`src/rtl/dram_ctrl_pkg.sv`:
```
package dram_ctrl_pkg;
  typedef enum logic [2:0] {
    S_IDLE,
    S_PRE,
    S_ACT,
    S_COL,
    S_RPRE,
    S_RACT,
    S_RCLS
  } seq_state_e;
endpackage

```
`src/rtl/dram_ref_timer.sv`:
```
module dram_ref_timer #(
  parameter int INTERVAL = 100
) (
  input  logic clk_i,
  input  logic rst_ni,
  input  logic ack_i,
  output logic due_o
);
  localparam int TW = $clog2(INTERVAL) + 1;

  logic [TW-1:0] cnt_q;
  logic          due_q;
  logic          wrap;

  assign wrap  = cnt_q == TW'(INTERVAL - 1);
  assign due_o = due_q;

  always_ff @(posedge clk_i or negedge rst_ni) begin
    if (!rst_ni) begin
      cnt_q <= '0;
      due_q <= 1'b0;
    end else begin
      cnt_q <= wrap ? '0 : cnt_q + 1'b1;
      if (wrap)       due_q <= 1'b1;
      else if (ack_i) due_q <= 1'b0;
    end
  end

  // pending refresh is kept until served
  assert_due_held_R8: assert property (@(posedge clk_i) disable iff (!rst_ni)
    (due_q && !ack_i) |=> due_q);
endmodule

```
`src/rtl/dram_array.sv`:
```
module dram_array #(
  parameter int ROWS = 4,
  parameter int COLS = 4,
  parameter int DW   = 8,
  parameter int AW   = 2
) (
  input  logic          clk_i,
  input  logic          rst_ni,
  input  logic          ras_i,
  input  logic          cas_i,
  input  logic          we_i,
  input  logic [AW-1:0] addr_i,
  input  logic [DW-1:0] wdata_i,
  output logic [DW-1:0] rdata_o
);
  localparam int RW = $clog2(ROWS);
  localparam int CW = $clog2(COLS);

  logic [DW-1:0] cells_q [ROWS*COLS];
  logic [DW-1:0] rowbuf_q [COLS];
  logic [RW-1:0] buf_row_q;
  logic [DW-1:0] rdata_q;
  logic [RW-1:0] sel_row;
  logic [CW-1:0] sel_col;

  assign sel_row = addr_i[RW-1:0];
  assign sel_col = addr_i[CW-1:0];
  assign rdata_o = rdata_q;

  always_ff @(posedge clk_i or negedge rst_ni) begin
    if (!rst_ni) begin
      for (int i = 0; i < ROWS*COLS; i++) cells_q[i] <= '0;
      for (int c = 0; c < COLS; c++) rowbuf_q[c] <= '0;
      buf_row_q <= '0;
      rdata_q   <= '0;
    end else begin
      if (ras_i) begin
        for (int c = 0; c < COLS; c++) rowbuf_q[c] <= cells_q[{sel_row, CW'(c)}];
        buf_row_q <= sel_row;
      end else if (cas_i && we_i) begin
        // write-through: array and row buffer both updated
        cells_q[{buf_row_q, sel_col}] <= wdata_i;
        rowbuf_q[sel_col]             <= wdata_i;
      end else if (cas_i) begin
        rdata_q <= rowbuf_q[sel_col];
      end
    end
  end

  assert_one_strobe_R10: assert property (@(posedge clk_i) disable iff (!rst_ni)
    !(ras_i && cas_i));
endmodule

```
`src/rtl/dram_seq.sv`:
```
module dram_seq
  import dram_ctrl_pkg::*;
#(
  parameter int RW    = 2,
  parameter int CW    = 2,
  parameter int AW    = 2,
  parameter int DW    = 8,
  parameter int T_RCD = 2,
  parameter int T_RP  = 2
) (
  input  logic            clk_i,
  input  logic            rst_ni,
  input  logic            req_valid_i,
  input  logic            req_write_i,
  input  logic [RW+CW-1:0] req_addr_i,
  input  logic [DW-1:0]   req_wdata_i,
  output logic            req_ready_o,
  input  logic            ref_due_i,
  output logic            ref_ack_o,
  output logic            ras_o,
  output logic            cas_o,
  output logic            pre_o,
  output logic            we_o,
  output logic [AW-1:0]   addr_o,
  output logic [DW-1:0]   wdata_o,
  output logic            rsp_valid_o
);
  localparam int TMAX  = (T_RCD > T_RP) ? T_RCD : T_RP;
  localparam int CNT_W = $clog2(TMAX + 1) + 1;

  seq_state_e     state_q, state_d;
  logic [CNT_W-1:0] cnt_q;
  logic [RW-1:0]  row_q, open_row_q, ref_row_q, req_row;
  logic [CW-1:0]  col_q, req_col;
  logic           wr_q, open_vld_q, rsp_q;
  logic [DW-1:0]  wdata_q;
  logic           accept, hit, first, last_rcd, last_rp;

  assign req_row  = req_addr_i[RW+CW-1:CW];
  assign req_col  = req_addr_i[CW-1:0];
  assign req_ready_o = (state_q == S_IDLE) && !ref_due_i;
  assign accept   = req_valid_i && req_ready_o;
  assign hit      = open_vld_q && (open_row_q == req_row);
  assign first    = cnt_q == '0;
  assign last_rcd = cnt_q == CNT_W'(T_RCD - 1);
  assign last_rp  = cnt_q == CNT_W'(T_RP - 1);

  always_comb begin
    state_d = state_q;
    unique case (state_q)
      S_IDLE: begin
        if (ref_due_i)        state_d = open_vld_q ? S_RPRE : S_RACT;
        else if (req_valid_i) state_d = hit ? S_COL : (open_vld_q ? S_PRE : S_ACT);
      end
      S_PRE:  if (last_rp)  state_d = S_ACT;
      S_ACT:  if (last_rcd) state_d = S_COL;
      S_COL:  state_d = S_IDLE;
      S_RPRE: if (last_rp)  state_d = S_RACT;
      S_RACT: if (last_rcd) state_d = S_RCLS;
      S_RCLS: if (last_rp)  state_d = S_IDLE;
      default: state_d = S_IDLE;
    endcase
  end

  always_ff @(posedge clk_i or negedge rst_ni) begin
    if (!rst_ni) begin
      state_q    <= S_IDLE;
      cnt_q      <= '0;
      row_q      <= '0;
      col_q      <= '0;
      wr_q       <= 1'b0;
      wdata_q    <= '0;
      open_row_q <= '0;
      open_vld_q <= 1'b0;
      ref_row_q  <= '0;
      rsp_q      <= 1'b0;
    end else begin
      state_q <= state_d;
      cnt_q   <= (state_d != state_q) ? '0 : cnt_q + 1'b1;
      rsp_q   <= (state_q == S_COL) && !wr_q;
      if (accept) begin
        row_q   <= req_row;
        col_q   <= req_col;
        wr_q    <= req_write_i;
        wdata_q <= req_wdata_i;
      end
      if (state_q == S_ACT && first) begin
        open_row_q <= row_q;
        open_vld_q <= 1'b1;
      end
      if ((state_q == S_PRE || state_q == S_RPRE) && first) open_vld_q <= 1'b0;
      if (state_q == S_RACT && first) ref_row_q <= ref_row_q + 1'b1;
    end
  end

  always_comb begin
    ras_o  = (state_q == S_ACT || state_q == S_RACT) && first;
    cas_o  = state_q == S_COL;
    pre_o  = (state_q == S_PRE || state_q == S_RPRE || state_q == S_RCLS) && first;
    we_o   = cas_o && wr_q;
    ref_ack_o = (state_q == S_RACT) && first;
    unique case (state_q)
      S_ACT:   addr_o = AW'(row_q);
      S_RACT:  addr_o = AW'(ref_row_q);
      S_COL:   addr_o = AW'(col_q);
      default: addr_o = '0;
    endcase
  end

  assign wdata_o     = wdata_q;
  assign rsp_valid_o = rsp_q;

  assert_strobe_excl_R10: assert property (@(posedge clk_i) disable iff (!rst_ni)
    $onehot0({ras_o, cas_o, pre_o}));
  assert_empty_opens_R3: assert property (@(posedge clk_i) disable iff (!rst_ni)
    (accept && !open_vld_q) |=> (ras_o && !cas_o));
  assert_cas_needs_row_R3: assert property (@(posedge clk_i) disable iff (!rst_ni)
    cas_o |-> open_vld_q);
  assert_hit_col_only_R4: assert property (@(posedge clk_i) disable iff (!rst_ni)
    (accept && hit) |=> (cas_o && !ras_o));
  assert_conflict_pre_R5: assert property (@(posedge clk_i) disable iff (!rst_ni)
    (accept && open_vld_q && !hit) |=> pre_o);
  assert_busy_after_take_R7: assert property (@(posedge clk_i) disable iff (!rst_ni)
    accept |=> !req_ready_o);
  assert_rsp_pulse_R7: assert property (@(posedge clk_i) disable iff (!rst_ni)
    rsp_valid_o |=> !rsp_valid_o);
  assert_ref_first_R9: assert property (@(posedge clk_i) disable iff (!rst_ni)
    (state_q == S_IDLE && ref_due_i) |=> (state_q == S_RPRE || state_q == S_RACT));
endmodule

```
`src/rtl/dram_ctrl.sv`:
```
module dram_ctrl #(
  parameter int ROWS    = 4,
  parameter int COLS    = 4,
  parameter int DW      = 8,
  parameter int T_RCD   = 2,
  parameter int T_RP    = 2,
  parameter int CLK_KHZ = 200000,
  parameter int REF_MS  = 10
) (
  input  logic                                 clk_i,
  input  logic                                 rst_ni,
  input  logic                                 req_valid_i,
  output logic                                 req_ready_o,
  input  logic                                 req_write_i,
  input  logic [$clog2(ROWS)+$clog2(COLS)-1:0] req_addr_i,
  input  logic [DW-1:0]                        req_wdata_i,
  output logic                                 rsp_valid_o,
  output logic [DW-1:0]                        rsp_rdata_o,
  output logic                                 ras_o,
  output logic                                 cas_o,
  output logic                                 pre_o,
  output logic                                 mem_we_o,
  output logic [(($clog2(ROWS) > $clog2(COLS)) ? $clog2(ROWS) : $clog2(COLS))-1:0] mem_addr_o,
  output logic                                 refresh_o
);
  localparam int RW       = $clog2(ROWS);
  localparam int CW       = $clog2(COLS);
  localparam int AW       = (RW > CW) ? RW : CW;
  localparam int INTERVAL = CLK_KHZ * REF_MS / ROWS;

  logic          ref_due, ref_ack;
  logic [DW-1:0] wdata_bus;

  dram_ref_timer #(.INTERVAL(INTERVAL)) u_timer (
    .clk_i (clk_i),
    .rst_ni(rst_ni),
    .ack_i (ref_ack),
    .due_o (ref_due)
  );

  dram_seq #(
    .RW(RW), .CW(CW), .AW(AW), .DW(DW), .T_RCD(T_RCD), .T_RP(T_RP)
  ) u_seq (
    .clk_i      (clk_i),
    .rst_ni     (rst_ni),
    .req_valid_i(req_valid_i),
    .req_write_i(req_write_i),
    .req_addr_i (req_addr_i),
    .req_wdata_i(req_wdata_i),
    .req_ready_o(req_ready_o),
    .ref_due_i  (ref_due),
    .ref_ack_o  (ref_ack),
    .ras_o      (ras_o),
    .cas_o      (cas_o),
    .pre_o      (pre_o),
    .we_o       (mem_we_o),
    .addr_o     (mem_addr_o),
    .wdata_o    (wdata_bus),
    .rsp_valid_o(rsp_valid_o)
  );

  dram_array #(.ROWS(ROWS), .COLS(COLS), .DW(DW), .AW(AW)) u_array (
    .clk_i  (clk_i),
    .rst_ni (rst_ni),
    .ras_i  (ras_o),
    .cas_i  (cas_o),
    .we_i   (mem_we_o),
    .addr_i (mem_addr_o),
    .wdata_i(wdata_bus),
    .rdata_o(rsp_rdata_o)
  );

  assign refresh_o = ref_ack;
endmodule

```
`config.mk`:
```
export PLATFORM = sky130hd
export DESIGN_NAME = dram_ctrl
export DESIGN_NICKNAME = d
export VERILOG_FILES = /design/src/rtl/dram_ctrl_pkg.sv /design/src/rtl/dram_ref_timer.sv /design/src/rtl/dram_array.sv /design/src/rtl/dram_seq.sv /design/src/rtl/dram_ctrl.sv
export SDC_FILE = /design/constraint.sdc
export NUM_CORES = 1
export LEC_CHECK = 0
export BUFFER_PORTS_ARGS = -buffer_cell sky130_fd_sc_hd__buf_4
export CELL_PAD_IN_SITES_DETAIL_PLACEMENT = 1
export CELL_PAD_IN_SITES_GLOBAL_PLACEMENT = 2
export CORE_ASPECT_RATIO = 0.6
export CORE_MARGIN = 3
export CORE_UTILIZATION = 30
export DETAILED_ROUTE_END_ITERATION = 10
export HOLD_SLACK_MARGIN = 0.15
export PLACE_DENSITY = 0.63
export SLEW_MARGIN = 20
export SYNTH_ARGS = -nofsm -noshare
export SYNTH_HDL_FRONTEND = slang
export SYNTH_HIERARCHICAL = 1
export SYNTH_SLANG_ARGS = --single-unit
export TNS_END_PERCENT = 100
```
`constraint.sdc`:
```
create_clock -name clk_i -period 4.05 [get_ports clk_i]
set_clock_uncertainty 0.15 [all_clocks]
set_input_delay 0.2025 -clock clk_i [delete_from_list [all_inputs] [get_ports clk_i]]
set_output_delay 0.2025 -clock clk_i [all_outputs]
set_load 0.05 [all_outputs]
```
==> results of run 1 <==
==> sequential cells by signal, indices dropped and copies added, names as in the netlist <==
register           flops
u_array/cells_q      128
u_seq/wdata_o          8
u_seq/open_row_q       2
u_seq/wr_q             1
u_seq/state_q          3
u_seq/ref_row_q        2
u_seq/open_vld_q       1
u_seq/rsp_valid_o      1
u_timer/cnt_q         20
u_timer/due_o          1
u_seq/col_q            2
u_array/rdata_o        8
u_array/rowbuf_q      32
u_array/buf_row_q      2
u_seq/row_q            2
u_seq/cnt_q            3
==> worst max path at each step <==
stage | cells past startpoint | slack (ps) | start | endpoint
after floorplan | 10 | 330 | u_seq/cnt_q[0] | u_array/cells_q[100]
after global placement | 7 | 900 | u_seq/state_q[0] | u_array/cells_q[67]
after detailed placement | 7 | 770 | u_seq/state_q[0] | u_array/cells_q[65]
after CTS | 5 | 730 | u_seq/state_q[0] | ras_o
final | 7 | 700 | u_seq/state_q[0] | u_array/cells_q[65]
after global routing | 7 | 510 | u_seq/state_q[0] | u_array/cells_q[64]
==> per-layer routing <==
metal	vias to the layer above	share of wire	global-route usage
met5	-	0	0
met4	0	0.019	0.03144
met3	40	0.043	0.03377
met2	104	0.43	0.2283
met1	3429	0.51	0.2311
li1	2867	-	-
==> cells by family after synthesis <==
| group | Yosys count |
|---|---|
| multiplexers | 229 |
| flip-flops | 216 |
| AND/OR/NAND/NOR | 141 |
| AO/OA/AOI/OAI | 81 |
| buffers and inverters | 64 |
| XOR/XNOR | 20 |
| adder cells (fa/ha/maj) | 4 |
==> power groups by stage <==
stage	registers [uW]	logic (uW)	clock network, uW
after detailed placement	3390	2580	0
after global placement	3350	2500	0
after global routing	3430	2780	2430
after CTS	3350	2600	2350
after floorplan	2980	2040	0
final	3370	2580	2270
==> through the flow <==
| stage | area (um^2) | setup WS [ps] | power (uW) | util | hold WS, ps |
|---|---|---|---|---|---|
| global placement | 10860 | 904.8 | 5857 | 0.3292 | 191.8 |
| floorplan | 10220 | 325.8 | 5021 | - | -243.1 |
| detailed placement | 10860 | 766.3 | 5971 | 0.3292 | 223.5 |
| CTS | 11810 | 725.2 | 8298 | 0.3579 | 248.5 |
| finish | 11810 | 699.9 | 8215 | 0.3579 | 198.8 |
| global route | 11810 | 514.0 | 8642 | 0.3579 | 280.0 |
==> cell usage after synthesis (5+ instances only) <==
cell type,n
nor3_1,32
mux2i_1,67
mux2_2,144
o221a_2,24
nor4_1,5
xnor2_1,9
xor2_1,11
a21oi_1,5
nand4_1,8
nor2b_1,6
clkbuf_1,25
a22o_1,9
inv_1,8
buf_4,7
mux4_2,8
o21ai_0,6
buf_6,5
nand2_1,15
mux2_4,10
nor2_1,22
nand3_1,5
nand3_4,6
buf_2,17
a22oi_1,24
dfrtp_1,216
==> final cells by class <==
cell class	instances	area (um^2)
Clock buffer	28	624.3
Clock inverter	12	175.2
Fill cell	3443	21180
Inverter	8	30.03
Multi-Input combinational cell	475	4488
Sequential cell	216	5405
Tap cell	450	563.0
Timing Repair Buffer	62	523.0
==> what timing repair did <==
| item | in CTS | in global routing |
|---|---|---|
| endpoints found under the hold margin | 131 | 0 |
| hold buffers | 15 | 0 |
| endpoints found under the setup margin | 0 | 0 |
==> metrics.md, run 1 <==
| Metric | Value |
|---|---|
| Synth Area in Compound Gates | `0.06735` |
| Clk buf depth | `3` |
| Htree depth | `1` |
| Vias | `6440` |
| Post-synth EDFFs | `0` |
| Largest family of logic cells by synthesized area | `multiplexers` |
| Post-layout nets | `806` |
| Sink Count | `between 200 and 250` |
| Final Slew Violations | `0` |
| Crit. End Element | `register` |
| Sw Ratio | `0.3736` |
| Clock latency on the worst-skew pair | `530 ps` |
| MaxCap Viol Count | `0` |
| Vias/cell | `about 5` |
| Core Region | `0.03299 mm^2` |
| Final wirelength | `27540 um` |
| Mapped Cells | `roughly 760` |
| Synth Area in Adders | `0.004898` |
| Mapped Avg Cell Area | `roughly 14 um^2` |
| Initial DRC Count | `380` |
| Netlist cell types | `between 60 and 70` |
| Clock share of power | `0.276` |
| TritonRoute pass-1 iters | `5` |
| Final hold vios | `0` |
| Int Power | `between 5000 and 6000 uW` |
| Fmax achieved | `0.2985 GHz` |
| Top cells by area, synth | `dfrtp_1, mux2_2, mux2i_1, o221a_2, a22oi_1` |
| Dominant delay contributor by cell family on the critical path | `simple AND/OR/NAND/NOR gates` |
| Required time of the critical path | `~4300 ps` |
| Synth Area in Simple Gates | `0.09148` |
| PostCTS Resize Cnt | `0` |
| Slowest cell on crit path | `dfrtp_1` |
| Commonest cells after routing, fill and taps aside | `dfrtp_1, mux2_2, mux2i_1` |
| Yosys warning count | `6` |
| Crit-path max FO | `18` |
| Placement Rows | `51` |
| Slowest stage delay, CP | `roughly 750 ps` |
| Dpl cells | `1196` |
| Period minus WS final | `3350 ps` |
| Synth Register Bits | `216` |
| Psw | `around 3000 uW` |
| Crit share post-route | `0.8272` |
| Synthesized area | `0.01022 mm^2` |
| Outcome | `finished clean` |
| Most used DFF post-synth | `dfrtp_1` |
| Register area share after synthesis | `0.5290` |
| Die area | `around 0.036 mm^2` |
| Die Wd | `244.3 um` |
| Leading cell type in the layout, fill and taps excluded | `dfrtp_1` |
| Setup_tns | `0 ps` |
| # IOs | `33` |
| Leak pwr | `0.005301 uW` |
| RSZ-0062 raised after global routing | `false` |
| Flop pwr share | `0.410` |
| Root Buffer | `clkbuf_16` |
| Worst slew pin tran | `1114 ps` |
| Async S/R FF share, synth | `1.000` |
| Syn Nets | `775` |
| Largest net degree at the start of global routing | `117` |
| Combinational power share | `0.314` |
| Initial antenna violation count | `1` |
| CP startpoint kind | `register` |
| Mux contribution to synthesized area | `0.2567` |
| Crit-path cells | `nand2_1 -> nor3_1 -> or2_2 -> and3b_1 -> buf_4 -> and4_1 -> mux2_2` |
| Slew headroom | `0.2572` |
| Share of cells above drive strength 1 | `0.3795` |
| Worst R2R End | `u_array/cells_q[65]` |
| CP bufs+invs | `1` |
| All-Layer GR Usage | `0.1542` |
| Port Buffers | `32` |
| Antenna cell count | `0` |
| PD cells | `695.7 mW/mm^2` |
| Peak VDD IR | `0.0003479 V` |
| R2R depth | `7` |
| DIE HEIGHT | `149.0 um` |
| Residual DRC | `0` |
| Initial core utilization | `0.3097` |
| Global-route wire length before repair | `43170 um` |
| Register-to-register setup slack | `roughly 700 ps` |
| Final Wtd Congestion | `between 0.7 and 0.8` |
| Postcts setup bufs | `0` |
| Area share of the leading cell type in the synthesized netlist | `0.5290` |
| Area Overhead vs Synth | `15.58%` |
| Critical Path AT | `between 3000 and 4000 ps` |
| CTS clk-pin slew, worst paths | `about 60 ps` |
| Synth area leader | `dfrtp_1` |
| CTS tree | `built` |
| Total CTS buffers | `23` |
| Fin cells | `around 1300` |
| Post-DP HPWL | `around 19000 um` |
| GRT Residual Overflow | `0` |
| R2R Path Start | `u_seq/state_q[0]` |
| Drt wl/cell | `22.01 um` |
| XOR/XNOR Fraction of Synth Area | `0.01714` |
| Vias in the first global route | `between 6000 and 7000` |
| Worst min path class | `primary input to async pin` |
| Critical path type | `register to register` |
| Final setup violation count | `0` |
| Detail Route Antenna Nets | `0` |
Power figures use the tool's default switching activity.
==> inputs of run 2 (changes only) <==
Settings changed: ABC_AREA from default to 1, PLACE_DENSITY 0.63 to 0.71.
Clock period 4.05 ns to 3.4 ns, I/O delays scaled along.
==> run 2 against run 1 <==
Effect of this change: sequential share of layout area decreased by 4.0 points; synthesized cell count is 84% higher; sequential cell count stayed put; via count rose by 45%; largest cell class unchanged; global-route usage increased by 3.6 points; critical path type is now register to output pin; register-to-register slack got worse by 150 ps; critical endpoint is now ras_o; count of clock-buffer cells in the layout rose by 3; combinational power up 62%.
==> metrics.md, run 2 <==
| Metric | Value |
|---|---|
| Final Cell Area | `0.01294 mm^2 (+9.6%)` |
| Leading cell type in the layout, fill and taps excluded | `nand2_1` |
| Clk buf depth | `3 (unchanged)` |
| Area share of the leading cell type in the synthesized netlist | `0.4850 (-0.04407)` |
| Max reg flops | `128 (unchanged)` |
| Crit-path cells | `inv_2 -> nand2_2 -> nor2_1 -> nand2_1 -> nand2_1 -> buf_4 -> buf_4 -> buf_4` |
| Antenna cell count | `0 (unchanged)` |
| Initial core utilization | `0.3113 (+0.001546)` |
| Final hold vios | `0 (unchanged)` |
| Global Route met1 Usage | `0.3196 (+0.08847)` |
| Register area share after synthesis | `0.4850 (-0.04407)` |
| Detail Route Antenna Nets | `0 (unchanged)` |
| All-Layer GR Usage | `0.1902 (+0.03598)` |
| CTS clk-pin slew, worst paths | `60 ps (about the same)` |
| Vias | `9362 (+45%)` |
| Count leader, synth | `nand2_1` |
| Initial antenna violation count | `0 (-1)` |
| Most used DFF post-synth | `dfrtp_1` |
| DIE HEIGHT | `155.3 um (+4.3%)` |
| R2R depth | `7 (unchanged)` |
| Required time of the critical path | `3080 ps (-1220 ps)` |
| Root Buffer | `clkbuf_16` |
| Worst slew pin tran | `801.8 ps (-312.4 ps)` |
| Critical Path AT | `2820 ps (-780 ps)` |
| Period minus WS final | `3136 ps` |
| TritonRoute pass-1 iters | `5 (unchanged)` |
| Crit share post-route | `0.9224` |
| Synthesized area | `0.01115 mm^2 (+9.1%)` |
| Final Util | `0.3614 (+0.003479)` |
| Yosys warning count | `6 (unchanged)` |
| Vias/cell | `4.871 (-5.4%)` |
| Vias in the first global route | `9391 (+34%)` |
| Port Buffers | `32 (unchanged)` |
| Residual DRC | `0 (unchanged)` |
| Fmax achieved | `0.3189 GHz` |
| Outcome | `finished clean` |
| Final setup violation count | `0 (unchanged)` |
| Most frequent CP cell | `buf_4` |
| Commonest cells post-synth | `nand2_1, dfrtp_1, nand3_1` |
| Commonest cells after routing, fill and taps aside | `nand2_1, dfrtp_1, nand3_1` |
| Core Region | `0.03581 mm^2 (+8.5%)` |
| Slowest cell on crit path | `dfrtp_1` |
| CP startpoint kind | `register` |
| Largest net degree at the start of global routing | `74 (-37%)` |
| Peak VDD IR | `0.0003629 V (+4.3%)` |
| MaxCap Viol Count | `0 (unchanged)` |
| Synth area leader | `dfrtp_1` |
| CTS tree | `built` |
| Drt wl/cell | `18.97 um (-14%)` |
| RSZ-0062 raised after global routing | `false` |
| PD cells | `800.0 mW/mm^2 (+15%)` |
| Slew headroom | `0.4622 (+0.2050)` |
| Worst R2R End | `u_seq/wr_q` |
| Initial DRC Count | `617 (+62%)` |
| Global-route wire length before repair | `58240 um (+35%)` |
| Die area | `0.03958 mm^2 (+8.8%)` |
| Final Wtd Congestion | `0.8077 (+3.2%)` |
| Mapped Cells | `1386 (+84%)` |
| Final Slew Violations | `0 (unchanged)` |
| Met3 GRT Util | `0.02222 (-0.01155)` |
| Leak pwr | `0.006504 uW (+23%)` |
| Die Wd | `254.8 um (+4.3%)` |
| Global routing's busiest layer | `met1` |
| Post-layout nets | `1460 (+81%)` |
| Worst min path class | `primary input to async pin` |
| Biggest regs | `u_array/cells_q: 128 flops, u_array/rowbuf_q: 32 flops, u_timer/cnt_q: 20 flops` |
| Final wirelength | `36460 um (+32%)` |
| Area Overhead vs Synth | `16.12%` |
| # IOs | `33 (unchanged)` |
| Sink Count | `216 (unchanged)` |
| Htree depth | `1 (unchanged)` |
| Crit. End Element | `output pin` |
| Mapped Avg Cell Area | `8.042 um^2 (-41%)` |
| Share of cells above drive strength 1 | `0.1684 (-0.2111)` |
| Post-synth EDFFs | `0 (unchanged)` |
| PostCTS Resize Cnt | `0 (unchanged)` |
| R2R Path Start | `u_seq/state_q[2]` |
| Crit-path max FO | `22 (+4)` |
| Reg with most FFs | `u_array/cells_q` |
| Top cells by area, synth | `dfrtp_1, nand2_1, nand3_1, o21ai_1, o21ai_2` |
| M2 GR Usage | `0.2584 (+0.03012)` |
| Register-to-register setup slack | `550 ps (-150 ps)` |
| Slowest stage delay, CP | `460 ps (-290 ps)` |
| Placement Rows | `53 (+3.9%)` |
| Async S/R FF share, synth | `1.000 (unchanged)` |
| Synth Register Bits | `216 (unchanged)` |
| Syn Nets | `1406 (+81%)` |
| Post-DP HPWL | `24150 um (+30%)` |
| Critical path type | `register to output pin` |
| Netlist cell types | `39 (-37%)` |
| GRT Residual Overflow | `0 (unchanged)` |
| Clock latency on the worst-skew pair | `530 ps (about the same)` |
| Setup_tns | `0 ps (unchanged)` |
| Placement Cell Area | `0.01179 mm^2 (+8.5%)` |
| Total CTS buffers | `24 (+4.3%)` |
==> run 2: per-layer routing <==
layer / vias to the layer above / share of wire
met3: 29 / 0.035
li1: 4503 / -
met5: - / 0
met4: 0 / 0.013
met2: 142 / 0.39
met1: 4688 / 0.56
==> run 2: what timing repair did <==
item / CTS / global route
hold buffers: 32 / 0
buffers inserted: 0 / 0
hold endpoints to repair: 234 / 0
==> run 2: power breakdown <==
group / internal (uW) / total [uW] / switching [uW]
clock: 1650 / 2770 / 1120
combinational: 1140 / 4190 / 3040
sequential: 3020 / 3400 / 376
==> run 2: logic make-up after synthesis <==
family          share of synthesized area
buf+inv                           0.07342
compound gates                    0.08341
simple gates                       0.3321
flops                              0.4850
fa+ha+maj                        0.004491
mux                               0.01145
xor+xnor                          0.01022
==> run 2: worst max path at each step <==
stage / startpoint / cells past startpoint / to
floorplan: u_seq/state_q[0] / 11 / u_array/cells_q[53]
global placement: u_seq/state_q[0] / 9 / u_array/cells_q[109]
detailed placement: u_seq/state_q[0] / 9 / u_array/cells_q[109]
CTS: u_seq/state_q[0] / 8 / ras_o
global route: u_seq/state_q[0] / 8 / ras_o
finish: u_seq/state_q[0] / 8 / ras_o
==> run 2: worst max-delay path: cells and delay by family, from the launching register on <==
kind	cells	cell delay, ps
buffers and inverters	4	1080
and+or+nand+nor	4	740
DFF	1	460
==> run 2: area by class of cell <==
class	count	area, um^2
inverter	95	361.6
clock buffer	31	688.2
clock inverter	10	128.9
fill	4292	22870
sequential	216	5405
timing repair buffer	94	835.8
tap	467	584.3
multi-input combinational	1009	4938
==> run 2: through the flow <==
| stage | cells | hold slack (ps) | total power, uW | setup slack [ps] |
|---|---|---|---|---|
| global placement | 1849 | 75.61 | 7414 | 727.3 |
| detailed placement | 1849 | 77.23 | 7465 | 617.7 |
| global route | 1922 | 175.3 | 11040 | 73.25 |
| floorplan | 1386 | -275.6 | 5942 | 207.3 |
| finish | 1922 | 168.2 | 10350 | 263.8 |
| CTS | 1922 | 159.5 | 10460 | 210.8 |
==> inputs of run 3 (changes only) <==
Settings changed: CTS_CLUSTER_SIZE from default to 30, RECOVER_POWER from default to 25.
==> run 3 against run 2 <==
Effect of this change: the flow now finishes with violations (max-capacitance violations, max-slew violations); critical endpoint unchanged; utilization fell by 0.13 points; maximum frequency rose by 0.26%; wire length barely moved.
==> metrics.md, run 3 (synthesis gave the netlist of run 2 again) <==
| Metric | Value |
|---|---|
| Outcome | `finished, violations left` |
| Failing checks | `max-capacitance violations, max-slew violations` |
| Final wirelength | `36490 um (about the same)` |
| GRT Residual Overflow | `0 (unchanged)` |
| Final Wtd Congestion | `0.8077 (unchanged)` |
| Htree depth | `1 (unchanged)` |
| Commonest cells after routing, fill and taps aside | `nand2_1, dfrtp_1, nand3_1` |
| Sink Count | `216 (unchanged)` |
| Required time of the critical path | `3080 ps (about the same)` |
| CTS clk-pin slew, worst paths | `60 ps (about the same)` |
| Share of cells above drive strength 1 | `0.1649 (-0.003436)` |
| Setup_tns | `0 ps (unchanged)` |
| CP bufs+invs | `4 (unchanged)` |
| Antenna cell count | `0 (unchanged)` |
| Vias | `9382 (+0.21%)` |
| Port Buffers | `32 (unchanged)` |
| Leak pwr | `0.006485 uW (-0.29%)` |
| Slew headroom | `-0.1837 (-0.6459)` |
| Residual DRC | `0 (unchanged)` |
| Fmax achieved | `0.3197 GHz (+0.26%)` |
| Core Region | `0.03581 mm^2 (unchanged)` |
| Placement Cell Area | `0.01179 mm^2 (unchanged)` |
| Die area | `0.03958 mm^2 (unchanged)` |
| Period minus WS final | `3128 ps (-8.098 ps)` |
| Dominant delay contributor by cell family on the critical path | `buffers and inverters` |
| Crit. End Element | `output pin` |
| Slowest stage delay, CP | `460 ps (about the same)` |
| Global-route wire length before repair | `58240 um (unchanged)` |
| Vias in the first global route | `9391 (unchanged)` |
| Final hold vios | `0 (unchanged)` |
| Worst slew pin tran | `1776 ps (+973.8 ps)` |
| Clk buf depth | `3 (unchanged)` |
| Crit-path max FO | `22 (unchanged)` |
| Final Slew Violations | `34 (+34)` |
| MaxCap Viol Count | `1 (+1)` |
| PD cells | `802.0 mW/mm^2 (+0.26%)` |
| PostCTS Resize Cnt | `0 (unchanged)` |
| Leading cell type in the layout, fill and taps excluded | `nand2_1` |
| Critical Path AT | `2810 ps (about the same)` |
| Reg with most FFs | `u_array/cells_q` |
| Peak VDD IR | `0.0003613 V (-0.43%)` |
| Crit share post-route | `0.9200 (-0.002382)` |
| CTS tree | `built` |
| RSZ-0062 raised after global routing | `false` |
| Detail Route Antenna Nets | `0 (unchanged)` |
| Final Cell Area | `0.01290 mm^2 (-0.35%)` |
| Post-layout nets | `1460 (unchanged)` |
| # IOs | `33 (unchanged)` |
| All-Layer GR Usage | `0.1902 (unchanged)` |
| TritonRoute pass-1 iters | `5 (unchanged)` |
| Max reg flops | `128 (unchanged)` |
| Total CTS buffers | `24 (unchanged)` |
| Register-to-register setup slack | `550 ps (about the same)` |
| Final setup violation count | `0 (unchanged)` |
| CP startpoint kind | `register` |
| Die Wd | `254.8 um (unchanged)` |
| Post-DP HPWL | `24150 um (unchanged)` |
| Vias/cell | `4.881 (+0.21%)` |
| Clock latency on the worst-skew pair | `530 ps (about the same)` |
| Placement Setup Slack | `617.7 ps (unchanged)` |
| Most frequent CP cell | `buf_4` |
| Largest net degree at the start of global routing | `74 (unchanged)` |
| Filler instances | `4295 (+0.070%)` |
| Dpl cells | `1849 (unchanged)` |
| Slowest cell on crit path | `dfrtp_1` |
| Biggest regs | `u_array/cells_q: 128 flops, u_array/rowbuf_q: 32 flops, u_timer/cnt_q: 20 flops` |
| Crit-path cells | `inv_2 -> nand2_2 -> nor2_1 -> nand2_1 -> nand2_1 -> buf_4 -> buf_4 -> buf_4` |
| Root Buffer | `clkbuf_16` |
| Area Overhead vs Synth | `15.72%` |
| Fin cells | `1922 (unchanged)` |
| Initial core utilization | `0.3113 (unchanged)` |
| DIE HEIGHT | `155.3 um (unchanged)` |
| Worst min path class | `register to register` |
| Initial DRC Count | `665 (+7.8%)` |
| Slack of the critical path | `271.9 ps (+8.098 ps)` |
| Initial antenna violation count | `0 (unchanged)` |
| Drt wl/cell | `18.98 um (about the same)` |
| Placement Rows | `53 (unchanged)` |
| Critical path type | `register to output pin` |
## run 3: changes by cell type in the layout (fill, tap and decap cells not counted), sizes merged
cell          previous run  this run
buf                     63        57
dlymetal6s4s             0         1
clkbuf                  31        36
## run 3: final timing paths
kind | to | cells past startpoint | startpoint
max | ras_o | 8 | u_seq/state_q[0]
min | u_seq/ref_row_q[1] | 1 | u_seq/ref_row_q[1]
max reg2reg | u_seq/wr_q | 7 | u_seq/state_q[2]
min reg2reg | u_seq/ref_row_q[1] | 1 | u_seq/ref_row_q[1]
max in group asynchronous | u_array/cells_q[40] | 3 | rst_ni
min in group asynchronous | u_array/cells_q[126] | 3 | rst_ni
## run 3: power breakdown
part	internal (uW)	switching [uW]	total (uW)
clock network	1650	1120	2770
logic	1140	3040	4170
registers	3020	374	3400
## run 3: routing by layer
layer / global-route usage / up-vias / wire length [um]
met2: 0.2584 / 146 / 14120
met1: 0.3196 / 4694 / 20520
met4: 0.02602 / 0 / 467
li1: - / 4511 / -
met3: 0.02222 / 31 / 1378
met5: 0 / - / 0
## run 3: worst register-to-register path, cell delays in order, from the launching register on
cell and delay (ps):
dfrtp_1 510, inv_2 200, nand3_2 210, nor2_8 330, nand2_1 130, dlygate4sd3_1 600
o21ai_0 80, dlygate4sd3_1 570
## run 3: cell type report
class                           count  area (um^2)  area share
Clock buffer                       31        688.2     0.05336
Clock inverter                     10        128.9    0.009992
Inverter                           95        361.6     0.02804
Multi-Input combinational cell   1009         4938      0.3829
Sequential cell                   216         5405      0.4191
Tap cell                          467        584.3     0.04530
Timing Repair Buffer               94        790.8     0.06131
## run 3: what timing repair did
| action | CTS | global route |
|---|---|---|
| endpoints found under the hold margin | 234 | 0 |
| hold buffers | 32 | 0 |
| setup buffers | 0 | 0 |
| setup endpoints to repair | 0 | 0 |
## run 3: stage by stage
stage               hold slack [ps]  total power [uW]  utilization
floorplan                    -275.6              5942            -
global placement              75.61              7414       0.3292
detailed placement            77.23              7465       0.3292
CTS                           159.5             10460       0.3614
global route                  350.0             11030       0.3602
finish                        325.4             10340       0.3602
